[src/rtl/msi_ring_pkg.sv]
package msi_ring_pkg;

    typedef enum logic [1:0] {
        OP_READ  = 2'd0,
        OP_WRITE = 2'd1,
        OP_WBACK = 2'd2,
        OP_TOKEN = 2'd3
    } ring_op_e;

    typedef enum logic [1:0] {
        LN_INV = 2'd0,
        LN_SHR = 2'd1,
        LN_MOD = 2'd2
    } line_st_e;

    typedef enum logic [1:0] {
        CS_IDLE = 2'd0,
        CS_ACT  = 2'd1,
        CS_WAIT = 2'd2
    } ctl_st_e;

    // true when the access cannot be finished from the local copy
    function automatic logic needs_ring(logic is_store, logic hit, line_st_e st);
        return !hit || (is_store && st != LN_MOD);
    endfunction

endpackage

[src/rtl/msi_line_store.sv]
module msi_line_store
    import msi_ring_pkg::*;
#(
    parameter int NLINES = 4,
    parameter int TW     = 6,
    parameter int DW     = 16,
    localparam int IW    = $clog2(NLINES)
) (
    input  logic          clk,
    input  logic          rst,
    input  logic [IW-1:0] ra_idx,
    output line_st_e      ra_st,
    output logic [TW-1:0] ra_tag,
    output logic [DW-1:0] ra_data,
    input  logic [IW-1:0] rb_idx,
    output line_st_e      rb_st,
    output logic [TW-1:0] rb_tag,
    output logic [DW-1:0] rb_data,
    input  logic          we,
    input  logic [IW-1:0] w_idx,
    input  line_st_e      w_st,
    input  logic [TW-1:0] w_tag,
    input  logic [DW-1:0] w_data
);
    line_st_e      st_q   [NLINES];
    logic [TW-1:0] tag_q  [NLINES];
    logic [DW-1:0] data_q [NLINES];

    assign ra_st   = st_q[ra_idx];
    assign ra_tag  = tag_q[ra_idx];
    assign ra_data = data_q[ra_idx];
    assign rb_st   = st_q[rb_idx];
    assign rb_tag  = tag_q[rb_idx];
    assign rb_data = data_q[rb_idx];

    always_ff @(posedge clk) begin
        if (rst) begin
            for (int i = 0; i < NLINES; i++) st_q[i] <= LN_INV;
        end else if (we) begin
            st_q[w_idx] <= w_st;
        end
    end

    always_ff @(posedge clk) begin
        if (we) begin
            tag_q[w_idx]  <= w_tag;
            data_q[w_idx] <= w_data;
        end
    end

endmodule

[src/rtl/msi_pend_track.sv]
module msi_pend_track #(
    parameter int TKW = 1
) (
    input  logic           clk,
    input  logic           rst,
    input  logic           take_tok,
    input  logic [TKW-1:0] take_num,
    input  logic           set_one,
    input  logic           set_two,
    input  logic           wb_ret,
    output logic [1:0]     pending,
    output logic           tok_held,
    output logic [TKW-1:0] tok_num,
    output logic           rel_tok
);
    assign rel_tok = wb_ret && pending == 2'd1 && tok_held;

    always_ff @(posedge clk) begin
        if (rst) begin
            pending  <= 2'd0;
            tok_held <= 1'b0;
            tok_num  <= '0;
        end else begin
            if (set_one)                         pending <= 2'd1;
            else if (set_two)                    pending <= 2'd2;
            else if (wb_ret && pending != 2'd0)  pending <= pending - 2'd1;
            if (take_tok) begin
                tok_held <= 1'b1;
                tok_num  <= take_num;
            end else if (rel_tok) begin
                tok_held <= 1'b0;
            end
        end
    end

    a_r7_pending_range: assert property (@(posedge clk) disable iff (rst)
        pending != 2'd3);
    a_r7_release_drains: assert property (@(posedge clk) disable iff (rst)
        rel_tok |=> pending == 2'd0 && !tok_held);
    a_r8_two_from_one: assert property (@(posedge clk) disable iff (rst)
        set_two |-> pending == 2'd1 && tok_held);
    a_r3_take_when_idle: assert property (@(posedge clk) disable iff (rst)
        take_tok |-> pending == 2'd0 && !tok_held);

endmodule

[src/rtl/msi_ring_ctrl.sv]
module msi_ring_ctrl
    import msi_ring_pkg::*;
#(
    parameter int AW       = 8,
    parameter int DW       = 16,
    parameter int NLINES   = 4,
    parameter int NTOK     = 2,
    parameter int IDW      = 3,
    parameter int CACHE_ID = 3
) (
    input  logic           clk,
    input  logic           rst,
    input  logic           cpu_req_valid,
    output logic           cpu_req_ready,
    input  logic           cpu_req_store,
    input  logic [AW-1:0]  cpu_req_addr,
    input  logic [DW-1:0]  cpu_req_data,
    output logic           cpu_resp_valid,
    output logic [DW-1:0]  cpu_resp_data,
    input  logic           ring_in_valid,
    input  logic [1:0]     ring_in_op,
    input  logic [AW-1:0]  ring_in_addr,
    input  logic [DW-1:0]  ring_in_data,
    input  logic           ring_in_dvalid,
    input  logic [IDW-1:0] ring_in_src,
    output logic           ring_out_valid,
    output logic [1:0]     ring_out_op,
    output logic [AW-1:0]  ring_out_addr,
    output logic [DW-1:0]  ring_out_data,
    output logic           ring_out_dvalid,
    output logic [IDW-1:0] ring_out_src
);
    localparam int IW  = $clog2(NLINES);
    localparam int TW  = AW - IW;
    localparam int TKW = (NTOK > 1) ? $clog2(NTOK) : 1;
    localparam logic [IDW-1:0] MY_ID = IDW'(CACHE_ID);

    typedef struct packed {
        logic          vld;
        ring_op_e      op;
        logic [AW-1:0] addr;
        logic [DW-1:0] data;
        logic          dv;
        logic [IDW-1:0] src;
    } ring_msg_t;

    typedef struct packed {
        logic          store;
        logic [AW-1:0] addr;
        logic [DW-1:0] data;
    } cpu_req_t;

    ctl_st_e   st_q, st_d;
    cpu_req_t  cur_q;
    ring_msg_t out_q, out_d, wb2_q, wb2_d, in_m;
    logic      resp_v_d;
    logic [DW-1:0] resp_d_d;

    // line store ports
    line_st_e      c_st, s_st;
    logic [TW-1:0] c_tag, s_tag;
    logic [DW-1:0] c_data, s_data;
    logic          lw_en;
    logic [IW-1:0] lw_idx;
    line_st_e      lw_st;
    logic [TW-1:0] lw_tag;
    logic [DW-1:0] lw_data;

    // tracker ports
    logic           tk_take, pd_one, pd_two, pd_wb, tk_rel, tk_held;
    logic [1:0]     pending;
    logic [TKW-1:0] tk_num;

    assign in_m = '{vld: ring_in_valid, op: ring_op_e'(ring_in_op), addr: ring_in_addr,
                    data: ring_in_data, dv: ring_in_dvalid, src: ring_in_src};

    msi_line_store #(.NLINES(NLINES), .TW(TW), .DW(DW)) u_lines (
        .clk(clk), .rst(rst),
        .ra_idx(cur_q.addr[IW-1:0]), .ra_st(c_st), .ra_tag(c_tag), .ra_data(c_data),
        .rb_idx(ring_in_addr[IW-1:0]), .rb_st(s_st), .rb_tag(s_tag), .rb_data(s_data),
        .we(lw_en), .w_idx(lw_idx), .w_st(lw_st), .w_tag(lw_tag), .w_data(lw_data)
    );

    msi_pend_track #(.TKW(TKW)) u_track (
        .clk(clk), .rst(rst),
        .take_tok(tk_take), .take_num(ring_in_addr[TKW-1:0]),
        .set_one(pd_one), .set_two(pd_two), .wb_ret(pd_wb),
        .pending(pending), .tok_held(tk_held), .tok_num(tk_num), .rel_tok(tk_rel)
    );

    logic           cur_hit, cur_need, snp_hit, in_own, victim;
    logic [TKW-1:0] cur_cls;
    logic [DW-1:0]  new_data;

    assign cur_hit  = c_st != LN_INV && c_tag == cur_q.addr[AW-1:IW];
    assign cur_need = needs_ring(cur_q.store, cur_hit, c_st);
    assign cur_cls  = TKW'(32'(cur_q.addr[IW-1:0]) % NTOK);
    assign snp_hit  = s_st != LN_INV && s_tag == ring_in_addr[AW-1:IW];
    assign in_own   = ring_in_src == MY_ID;
    assign victim   = c_st == LN_MOD && c_tag != cur_q.addr[AW-1:IW];
    assign new_data = cur_q.store ? cur_q.data : ring_in_data;

    always_comb begin
        st_d     = st_q;
        out_d    = '0;
        wb2_d    = wb2_q;
        resp_v_d = 1'b0;
        resp_d_d = '0;
        lw_en    = 1'b0;
        lw_idx   = ring_in_addr[IW-1:0];
        lw_st    = LN_INV;
        lw_tag   = s_tag;
        lw_data  = s_data;
        tk_take  = 1'b0;
        pd_one   = 1'b0;
        pd_two   = 1'b0;
        pd_wb    = 1'b0;
        if (ring_in_valid) begin
            if (in_m.op == OP_TOKEN) begin
                if (st_q == CS_ACT && cur_need && pending == 2'd0 && !tk_held
                    && ring_in_addr[TKW-1:0] == cur_cls) begin
                    tk_take = 1'b1;
                    pd_one  = 1'b1;
                    st_d    = CS_WAIT;
                    out_d   = '{vld: 1'b1, op: cur_q.store ? OP_WRITE : OP_READ,
                                addr: cur_q.addr, data: cur_q.data, dv: 1'b0, src: MY_ID};
                end else begin
                    out_d = in_m;
                end
            end else if (in_own) begin
                if (in_m.op == OP_WBACK) begin
                    pd_wb = 1'b1;
                    if (tk_rel)
                        out_d = '{vld: 1'b1, op: OP_TOKEN, addr: AW'(tk_num),
                                  data: '0, dv: 1'b0, src: MY_ID};
                end else if (st_q == CS_WAIT) begin
                    lw_en    = 1'b1;
                    lw_idx   = cur_q.addr[IW-1:0];
                    lw_st    = cur_q.store ? LN_MOD : LN_SHR;
                    lw_tag   = cur_q.addr[AW-1:IW];
                    lw_data  = new_data;
                    resp_v_d = 1'b1;
                    resp_d_d = new_data;
                    st_d     = CS_IDLE;
                    if (victim) begin
                        pd_two = 1'b1;
                        out_d  = '{vld: 1'b1, op: OP_WBACK, addr: {c_tag, cur_q.addr[IW-1:0]},
                                   data: c_data, dv: 1'b1, src: MY_ID};
                        wb2_d  = '{vld: 1'b1, op: OP_WBACK, addr: cur_q.addr,
                                   data: new_data, dv: 1'b1, src: MY_ID};
                    end else begin
                        out_d  = '{vld: 1'b1, op: OP_WBACK, addr: cur_q.addr,
                                   data: new_data, dv: 1'b1, src: MY_ID};
                    end
                end
            end else begin
                out_d = in_m;
                if (snp_hit && in_m.op != OP_WBACK) begin
                    out_d.data = s_data;
                    out_d.dv   = 1'b1;
                    if (in_m.op == OP_WRITE || s_st == LN_MOD) begin
                        lw_en = 1'b1;
                        lw_st = (in_m.op == OP_WRITE) ? LN_INV : LN_SHR;
                    end
                end
            end
        end else if (st_q == CS_ACT && !cur_need) begin
            resp_v_d = 1'b1;
            resp_d_d = cur_q.store ? cur_q.data : c_data;
            st_d     = CS_IDLE;
            if (cur_q.store) begin
                lw_en   = 1'b1;
                lw_idx  = cur_q.addr[IW-1:0];
                lw_st   = LN_MOD;
                lw_tag  = c_tag;
                lw_data = cur_q.data;
            end
        end
        // deferred second writeback takes any free output slot
        if (wb2_q.vld && !out_d.vld) begin
            out_d = wb2_q;
            wb2_d = '0;
        end
    end

    always_ff @(posedge clk) begin
        if (rst) begin
            st_q           <= CS_IDLE;
            cur_q          <= '0;
            out_q          <= '0;
            wb2_q          <= '0;
            cpu_resp_valid <= 1'b0;
            cpu_resp_data  <= '0;
        end else begin
            st_q           <= st_d;
            out_q          <= out_d;
            wb2_q          <= wb2_d;
            cpu_resp_valid <= resp_v_d;
            cpu_resp_data  <= resp_d_d;
            if (cpu_req_valid && st_q == CS_IDLE) begin
                cur_q <= '{store: cpu_req_store, addr: cpu_req_addr, data: cpu_req_data};
                st_q  <= CS_ACT;
            end
        end
    end

    assign cpu_req_ready   = st_q == CS_IDLE;
    assign ring_out_valid  = out_q.vld;
    assign ring_out_op     = out_q.op;
    assign ring_out_addr   = out_q.addr;
    assign ring_out_data   = out_q.data;
    assign ring_out_dvalid = out_q.dv;
    assign ring_out_src    = out_q.src;

    a_r11_foreign_passes: assert property (@(posedge clk) disable iff (rst)
        ring_in_valid && ring_in_op != 2'd3 && ring_in_src != MY_ID
        |=> ring_out_valid && ring_out_op == $past(ring_in_op)
            && ring_out_addr == $past(ring_in_addr) && ring_out_src == $past(ring_in_src));
    a_r3_issue_needs_token: assert property (@(posedge clk) disable iff (rst)
        ring_out_valid && ring_out_op inside {2'd0, 2'd1} && ring_out_src == MY_ID
        |-> tk_held);
    a_r5_return_answers: assert property (@(posedge clk) disable iff (rst)
        ring_in_valid && ring_in_op inside {2'd0, 2'd1} && ring_in_src == MY_ID && st_q == CS_WAIT
        |=> ring_out_valid && ring_out_op == 2'd2 && cpu_resp_valid);
    a_r7_token_back: assert property (@(posedge clk) disable iff (rst)
        ring_in_valid && ring_in_op == 2'd2 && ring_in_src == MY_ID && pending == 2'd1
        |=> ring_out_valid && ring_out_op == 2'd3);
    a_r12_token_forward: assert property (@(posedge clk) disable iff (rst)
        ring_in_valid && ring_in_op == 2'd3 && st_q != CS_ACT
        |=> ring_out_valid && ring_out_op == 2'd3 && ring_out_addr == $past(ring_in_addr));
    a_r2_resp_after_accept: assert property (@(posedge clk) disable iff (rst)
        cpu_resp_valid |-> cpu_req_ready && $past(st_q != CS_IDLE));

endmodule

[config.mk]
export PLATFORM = sky130hd
export DESIGN_NAME = msi_ring_ctrl
export DESIGN_NICKNAME = d
export VERILOG_FILES = /design/src/rtl/msi_ring_pkg.sv /design/src/rtl/msi_line_store.sv /design/src/rtl/msi_pend_track.sv /design/src/rtl/msi_ring_ctrl.sv
export SDC_FILE = /design/constraint.sdc
export NUM_CORES = 1
export LEC_CHECK = 0
export BUFFER_PORTS_ARGS = -buffer_cell sky130_fd_sc_hd__buf_2
export CORE_AREA = 4 4 142 144
export CTS_BUF_LIST = sky130_fd_sc_hd__clkbuf_2
export DETAILED_ROUTE_END_ITERATION = 7
export DIE_AREA = 0 0 146 148
export GPL_TIMING_DRIVEN = 1
export PLACE_DENSITY = 0.78
export SLEW_MARGIN = 20
export SYNTH_ARGS = -nofsm -noshare
export SYNTH_HDL_FRONTEND = slang
export SYNTH_SLANG_ARGS = --single-unit
[constraint.sdc]
create_clock -name clk -period 4 [get_ports clk]
set_clock_uncertainty 0.1 [all_clocks]
set_input_delay 0.2 -clock clk [delete_from_list [all_inputs] [get_ports clk]]
set_output_delay 0.2 -clock clk [all_outputs]
set_load 0.03 [all_outputs]
==> results_dict.tcl, run 1 <==
set metrics [dict create \
    io_buffers 107 \
    htreeDepth 2 \
    antenna_found_initial 2 \
    final.period_utilization 0.9433 \
    drive_above_1_share 0.2445 \
    tritoncts "yes" \
    start_util 0.5507 \
    fin_crit_ns 3.773 \
    grt_pass1_wl_microns 49070 \
    hp-class "in2reg" \
    grt_usage 0.2863 \
    finalMaxSlewViolations 0 \
    mappedNetlistNets 1023 \
    coreArea_sq_um 18710 \
    critPathLaunchType "flip-flop" \
    clk_pin_slew_ns 0.14 \
    routed_via_density 6.374 \
    ys_seq_elements 202 \
    arrival_ns 4.22 \
    rsz0062_at_grt "no" \
    grt_pass1_vias 8800 \
    ant_nets 0 \
    avgSynthCellArea_sq_um 10.71 \
    met2WireLength_microns 14150 \
    syn_inst 962 \
    cts-hold-fix-buffers 81 \
    ctsLongestPathBuffers 3 \
    ys_seq_area_frac 0.4858 \
    synth_edf_count 96 \
    worst_slew_pin_slew_ns 0.9834 \
    met3_length_microns 3595 \
    async_flop_share 0 \
    grt_overflow 0 \
    drc 0 \
    ir_drop_uv 128.5 \
    placedCellCount 1255 \
    root_buffer "clkbuf_2" \
    cts_sinks 202 \
    vias 9090 \
    gp_congestion 1.003 \
    first_pass_iters 7 \
    wl_microns 31550 \
    cts_setup_buffers 0 \
    wl_per_cell_microns 22.13 \
    crit_required_ns 4.45 \
    dp_hpwl_microns 20340 \
    max-cap-violations 0 \
    drt_iter0_markers 1334 \
    clock_latency_ns 0.84 \
    slew_headroom 0.3444 \
    setup_viol 0 \
    die-area_sq_um 21610 \
    layout.cells.non_filler 1426 \
    crit_fanout 15 \
    end_kind "flip-flop" \
    cts.repair.resized 0 \
    synth_warnings 0 \
    clock.fmax_mhz 265.0 \
    finalHoldViolations 0 \
    status "complete, no violations" \
    leakagePower_nw 4.573 \
    dieHeight_microns 148 \
    dieWidth_microns 146 \
    dpl_cell_area_sq_um 11040 \
    grt_max_degree 85 \
    netlist_area_sq_um 10300 \
    cellPowerDensity_nw_per_um2 351.3 \
    rows 50 \
    synth.distinct_cells 60 \
    fin_nets 1214 \
    syn2layout_area_growth_pct 19.63 \
    final_cell_area_sq_um 12320 \
    io_pins 108 \
    met1Wirelength_microns 12820 \
    synthFlopType "dfxtp_1" \
    path_class "reg2reg" \
    top_layer_used "met4" \
    setup-tns-final_ns 0 \
    cts_made_buffers 49 \
]
[layer usage]
metal | GRT usage | up-vias
li1 | - | 4019
met3 | 0.06775 | 109
met1 | 0.4066 | 4324
met2 | 0.4385 | 638
met5 | 0 | -
met4 | 0.09313 | 0
[registers in the layout, indices dropped and copies added (netlist names), 3 cells and up, named ones only]
signal and flops:
cpu_resp_data 16, wb2_q 25, ring_out_src 3, u_lines.tag_q 24, cur_q 25, u_lines.st_q 8, u_lines.data_q 64, ring_out_addr 8
ring_out_data 16
[synthesized netlist by cell type, types with 5 or more instances]
cell type  count  area, sq um
dfxtp_1      106         2122
buf_2         15        75.07
nor2_1        85        319.1
nor2b_1        9        56.30
a21oi_1       70        350.3
a221oi_1      15        131.4
xnor2_1       11        96.34
nand3_1        8        40.04
a22oi_1        7        52.55
o21ai_0       23        115.1
clkbuf_1      46        172.7
a31oi_1       28        175.2
nand2b_1       7        43.79
nand2_1      133        499.2
o22a_1        14        122.6
a311oi_2       6        90.09
buf_1         12        45.04
a311oi_1      11        96.34
and3_1        16        100.1
mux2i_1       44        440.4
mux2_1        22        247.7
mux4_2        46         1036
and2_1         5        31.28
a211oi_1      33        247.7
edfxtp_1      96         2883
inv_1         24        90.09
nor3_1         6        30.03
[final timing paths]
check	cells past startpoint	start	to	slack [ns]
setup / recovery	7	u_lines.tag_q[1][1]$_DFFE_PP_	u_lines.data_q[2][10]$_DFFE_PP_	0.23
hold / removal	4	cpu_req_valid	cur_q[3]$_SDFFE_PP0P_	0.05
setup reg to reg	7	u_lines.tag_q[1][1]$_DFFE_PP_	u_lines.data_q[2][10]$_DFFE_PP_	0.23
hold reg to reg	2	wb2_q[20]$_SDFFE_PP0P_	wb2_q[20]$_SDFFE_PP0P_	0.36
[per-stage QoR]
step                utilization  worst slack, ns  hold slack [ns]  power, W
floorplan                     -          0.09373           0.2360  0.002674
global placement         0.5899           0.1904           0.3410  0.002857
detailed placement       0.5902          0.07697           0.3469  0.002868
CTS                      0.6584           0.2252         0.004009  0.004325
global route             0.6588          0.01059          0.04726  0.004498
finish                   0.6588           0.2267          0.04671  0.004329
[placed cells by master (no fill, tap or decap), drive strengths merged, types with 28 or more instances in the layout]
cell,instances
dfxtp,106
nand2,133
mux2i,44
clkbuf,80
a211oi,33
a31oi,28
edfxtp,96
dlygate4sd3,81
buf,138
mux4,48
nor2,86
a21oi,70
[cell families (layout without fill, tap and decap cells)]
kind of cell | after synthesis | after routing | share of synthesized area
AO/OA/AOI/OAI | 236 | 236 | 0.1561
flip-flops | 202 | 202 | 0.4858
XOR/XNOR | 14 | 14 | 0.01190
adder cells (fa/ha/maj) | 2 | 2 | 0.002429
multiplexers | 114 | 114 | 0.1725
AND/OR/NAND/NOR | 291 | 291 | 0.1274
buffers and inverters | 103 | 331 | 0.04385
other | 0 | 2 | 0
[cell type report]
type,count,area [sq um]
sequential,202,5006
clock buffer,80,400.4
clock inverter,8,65.06
antenna,2,5.005
tap,234,292.8
inverter,24,90.09
fill,1407,6382
timing repair buffer,219,1592
multi-input combinational,657,4872
[report_power, final]
part / switching [W] / leakage (nW) / total, W / internal [W]
registers: 0.0000462 / 1.73 / 0.00226 / 0.00222
logic: 0.000392 / 2.48 / 0.000654 / 0.000262
clock network: 0.000826 / 0.359 / 0.00141 / 0.000587
[worst max-delay path, stage by stage, from the launching register on]
cell and delay [ns]:
edfxtp_1 0.42, mux4_1 0.60, xor2_1 0.18, or4_4 0.56, o31ai_1 0.28, a21oi_1 0.28
nor2_2 0.77, buf_4 0.30
(Power assumes the default switching activity.)
==> run 2: changes to the inputs <==
--- a/config.mk
+++ b/config.mk
@@ -6,12 +6,12 @@
 export NUM_CORES = 1
 export LEC_CHECK = 0
 export BUFFER_PORTS_ARGS = -buffer_cell sky130_fd_sc_hd__buf_2
-export CORE_AREA = 4 4 142 144
+export CORE_AREA = 4 4 133 135
 export CTS_BUF_LIST = sky130_fd_sc_hd__clkbuf_2
 export DETAILED_ROUTE_END_ITERATION = 7
-export DIE_AREA = 0 0 146 148
+export DIE_AREA = 0 0 137 139
 export GPL_TIMING_DRIVEN = 1
-export PLACE_DENSITY = 0.78
+export PLACE_DENSITY = 0.84
 export SLEW_MARGIN = 20
 export SYNTH_ARGS = -nofsm -noshare
 export SYNTH_HDL_FRONTEND = slang
==> constraint.sdc (replaced) <==
create_clock -name clk -period 4.4 [get_ports clk]
set_clock_uncertainty 0.1 [all_clocks]
set_input_delay 0.22 -clock clk [delete_from_list [all_inputs] [get_ports clk]]
set_output_delay 0.22 -clock clk [all_outputs]
set_load 0.03 [all_outputs]
==> run 2 against run 1 <==
- the flow now finishes with violations (design-rule violations)
- global-route usage grew 4.7 points
- clock-buffer cell count shrank 11
- total power shrank 10%
- sequential cell count is the same
- clock power shrank 12%
- routed wire length grew 2.8%
- combinational power shrank 9.2%
- largest power group unchanged
- highest routed layer unchanged
==> results_dict.tcl, run 2 (synthesized netlist as in run 1, its figures left out) <==
set metrics [dict create \
    status "finished with violations" \
    failed_checks "design-rule violations" \
    ir_drop_uv 163.6 \
    path_cells "mux4_2 -> xnor2_1 -> and4_1 -> a31oi_1 -> buf_4 -> nor2_1 -> o21ai_0 -> dlygate4sd3_1 -> a31oi_1 -> dlygate4sd3_1" \
    slew_headroom 0.3512 \
    syn2layout_area_growth_pct 18.97 \
    io_buffers 107 \
    largest_reg_flops 64 \
    setup_viol 0 \
    cts-hold-fix-buffers 82 \
    path_class "reg2reg" \
    crit_slowest_cell "dfxtp_1" \
    holdWs_ns 0.1310 \
    clock.fmax_mhz 242.9 \
    drc 98 \
    grt_usage 0.3338 \
    post-route-util 0.7443 \
    arrival_ns 4.74 \
    rsz0062_at_grt "no" \
    dieWidth_microns 137 \
    start_util 0.6256 \
    crit_required_ns 5.02 \
    end_kind "flip-flop" \
    antenna_found_initial 3 \
    drive_above_1_share 0.2348 \
    worstRegToRegCells 10 \
    clock_latency_ns 0.81 \
    htreeDepth 2 \
    wl_microns 32430 \
    power_w 0.003895 \
    fin_nets 1210 \
    top_regs "u_lines.data_q: 64 flops, cur_q: 25 flops, wb2_q: 25 flops" \
    hold_start "cpu_req_data[14]" \
    grt_pass1_vias 9107 \
    finalHoldViolations 0 \
    routed_via_density 6.695 \
    finalMaxSlewViolations 0 \
    coreArea_sq_um 16470 \
    root_buffer "clkbuf_2" \
    rows 47 \
    timing.final.ws_setup_ns 0.2827 \
    dieHeight_microns 139 \
    cts_setup_buffers 0 \
    clk_pin_slew_ns 0.13 \
    post-place-ws_ns 0.6039 \
    setup-tns-final_ns 0 \
    die-area_sq_um 19040 \
    grt_pass1_wl_microns 49280 \
    vias 9420 \
    hold_end "cur_q[14]$_SDFFE_PP0P_" \
    hp-class "in2reg" \
    leakagePower_nw 4.492 \
    hold_depth 4 \
    reg2reg_slack_ns 0.28 \
    r2r-end "ring_out_dvalid$_SDFF_PP0_" \
    max_stage_delay_ns 0.74 \
    first_pass_iters 8 \
    cellPowerDensity_nw_per_um2 317.8 \
    wl_per_cell_microns 23.05 \
    worst_slew_pin_slew_ns 0.9732 \
    cts_sinks 202 \
    ctsLongestPathBuffers 3 \
    io_pins 108 \
    ant_nets 0 \
    gp_congestion 0.9129 \
    final_common_cell "nand2_1" \
    final.period_utilization 0.9357 \
    crit_fanout 17 \
    final.fill_count 1007 \
    grt_max_degree 85 \
    fin_crit_ns 4.117 \
    dp_hpwl_microns 18940 \
    critPathLaunchType "flip-flop" \
    cts_made_buffers 48 \
    cts.repair.resized 0 \
    tritoncts "yes" \
    largest_register "u_lines.data_q" \
    final_cell_mix "132 x nand2_1, 107 x buf_2, 105 x dfxtp_1" \
    drt_iter0_markers 1577 \
    grt_overflow 0 \
    max-cap-violations 0 \
]
==> run 2: changes by cell type in the layout (fill, tap and decap cells not counted), sizes merged <==
cell / before / now
dlygate4sd3: 81 / 82
diode: 2 / 3
buf: 138 / 134
inv: 24 / 25
clkinv: 6 / 13
clkbuf: 80 / 69
==> run 2: critical path: cells and delay by family, from the launching register on <==
kind	cells	cell delay, ns
buffers and inverters	3	1.35
DFF	1	0.74
muxes	1	0.67
and+or+nand+nor	2	0.49
xor gates and xnor gates	1	0.34
AOI/OAI and AO/OA	3	0.34
==> run 2: area by class of cell <==
cell class,instances,area [sq um],area share
repair buffers,216,1572,0.1282
inverters,24,90.09,0.007351
clock buffers,69,345.3,0.02818
diodes,3,7.507,0.0006126
flip-flops and latches,202,5006,0.4085
multi-input cells,657,4867,0.3971
well taps,220,275.3,0.02246
clock inverters,16,92.59,0.007555
==> run 2: worst max-delay path by stage <==
| stage | from | end | slack [ns] | depth (start not counted) |
|---|---|---|---|---|
| global route | flip-flop | ring_out_dvalid$_SDFF_PP0_ | 0.14 | 10 |
| detailed placement | ring_in_addr[1] | u_lines.data_q[0][5]$_DFFE_PP_ | 0.60 | 8 |
| CTS | flip-flop | ring_out_dvalid$_SDFF_PP0_ | 0.48 | 10 |
| global placement | ring_in_addr[1] | u_lines.data_q[0][3]$_DFFE_PP_ | 0.66 | 8 |
| finish | flip-flop | ring_out_dvalid$_SDFF_PP0_ | 0.28 | 10 |
| floorplan | u_lines.tag_q[1][5]$_DFFE_PP_ | u_lines.st_q[0][0]$_SDFFCE_PN0P_ | 0.49 | 7 |
==> run 2: power by group <==
group / internal, W / total, W / leakage [nW] / switching [W]
combinational: 0.000236 / 0.000594 / 2.43 / 0.000358
sequential: 0.00201 / 0.00206 / 1.73 / 0.0000435
clock: 0.000480 / 0.00124 / 0.330 / 0.000763
total: 0.00273 / 0.00390 / 4.49 / 0.00116
==> run 2: stage by stage <==
stage / std cells / instance area (sq um)
floorplan: 962 / 10300
global route: 1407 / 12260
global placement: 1237 / 10990
CTS: 1404 / 12250
finish: 1407 / 12260
detailed placement: 1237 / 10990
==> run 2: layer usage <==
metal  global-route usage  up-vias  routed length (microns)
li1                     -     4007                        -
met1               0.4286     4331                    11400
met2               0.5001      862                    14350
met3               0.1085      220                     4547
met4               0.1828        0                     2132
met5                    0        -                        0
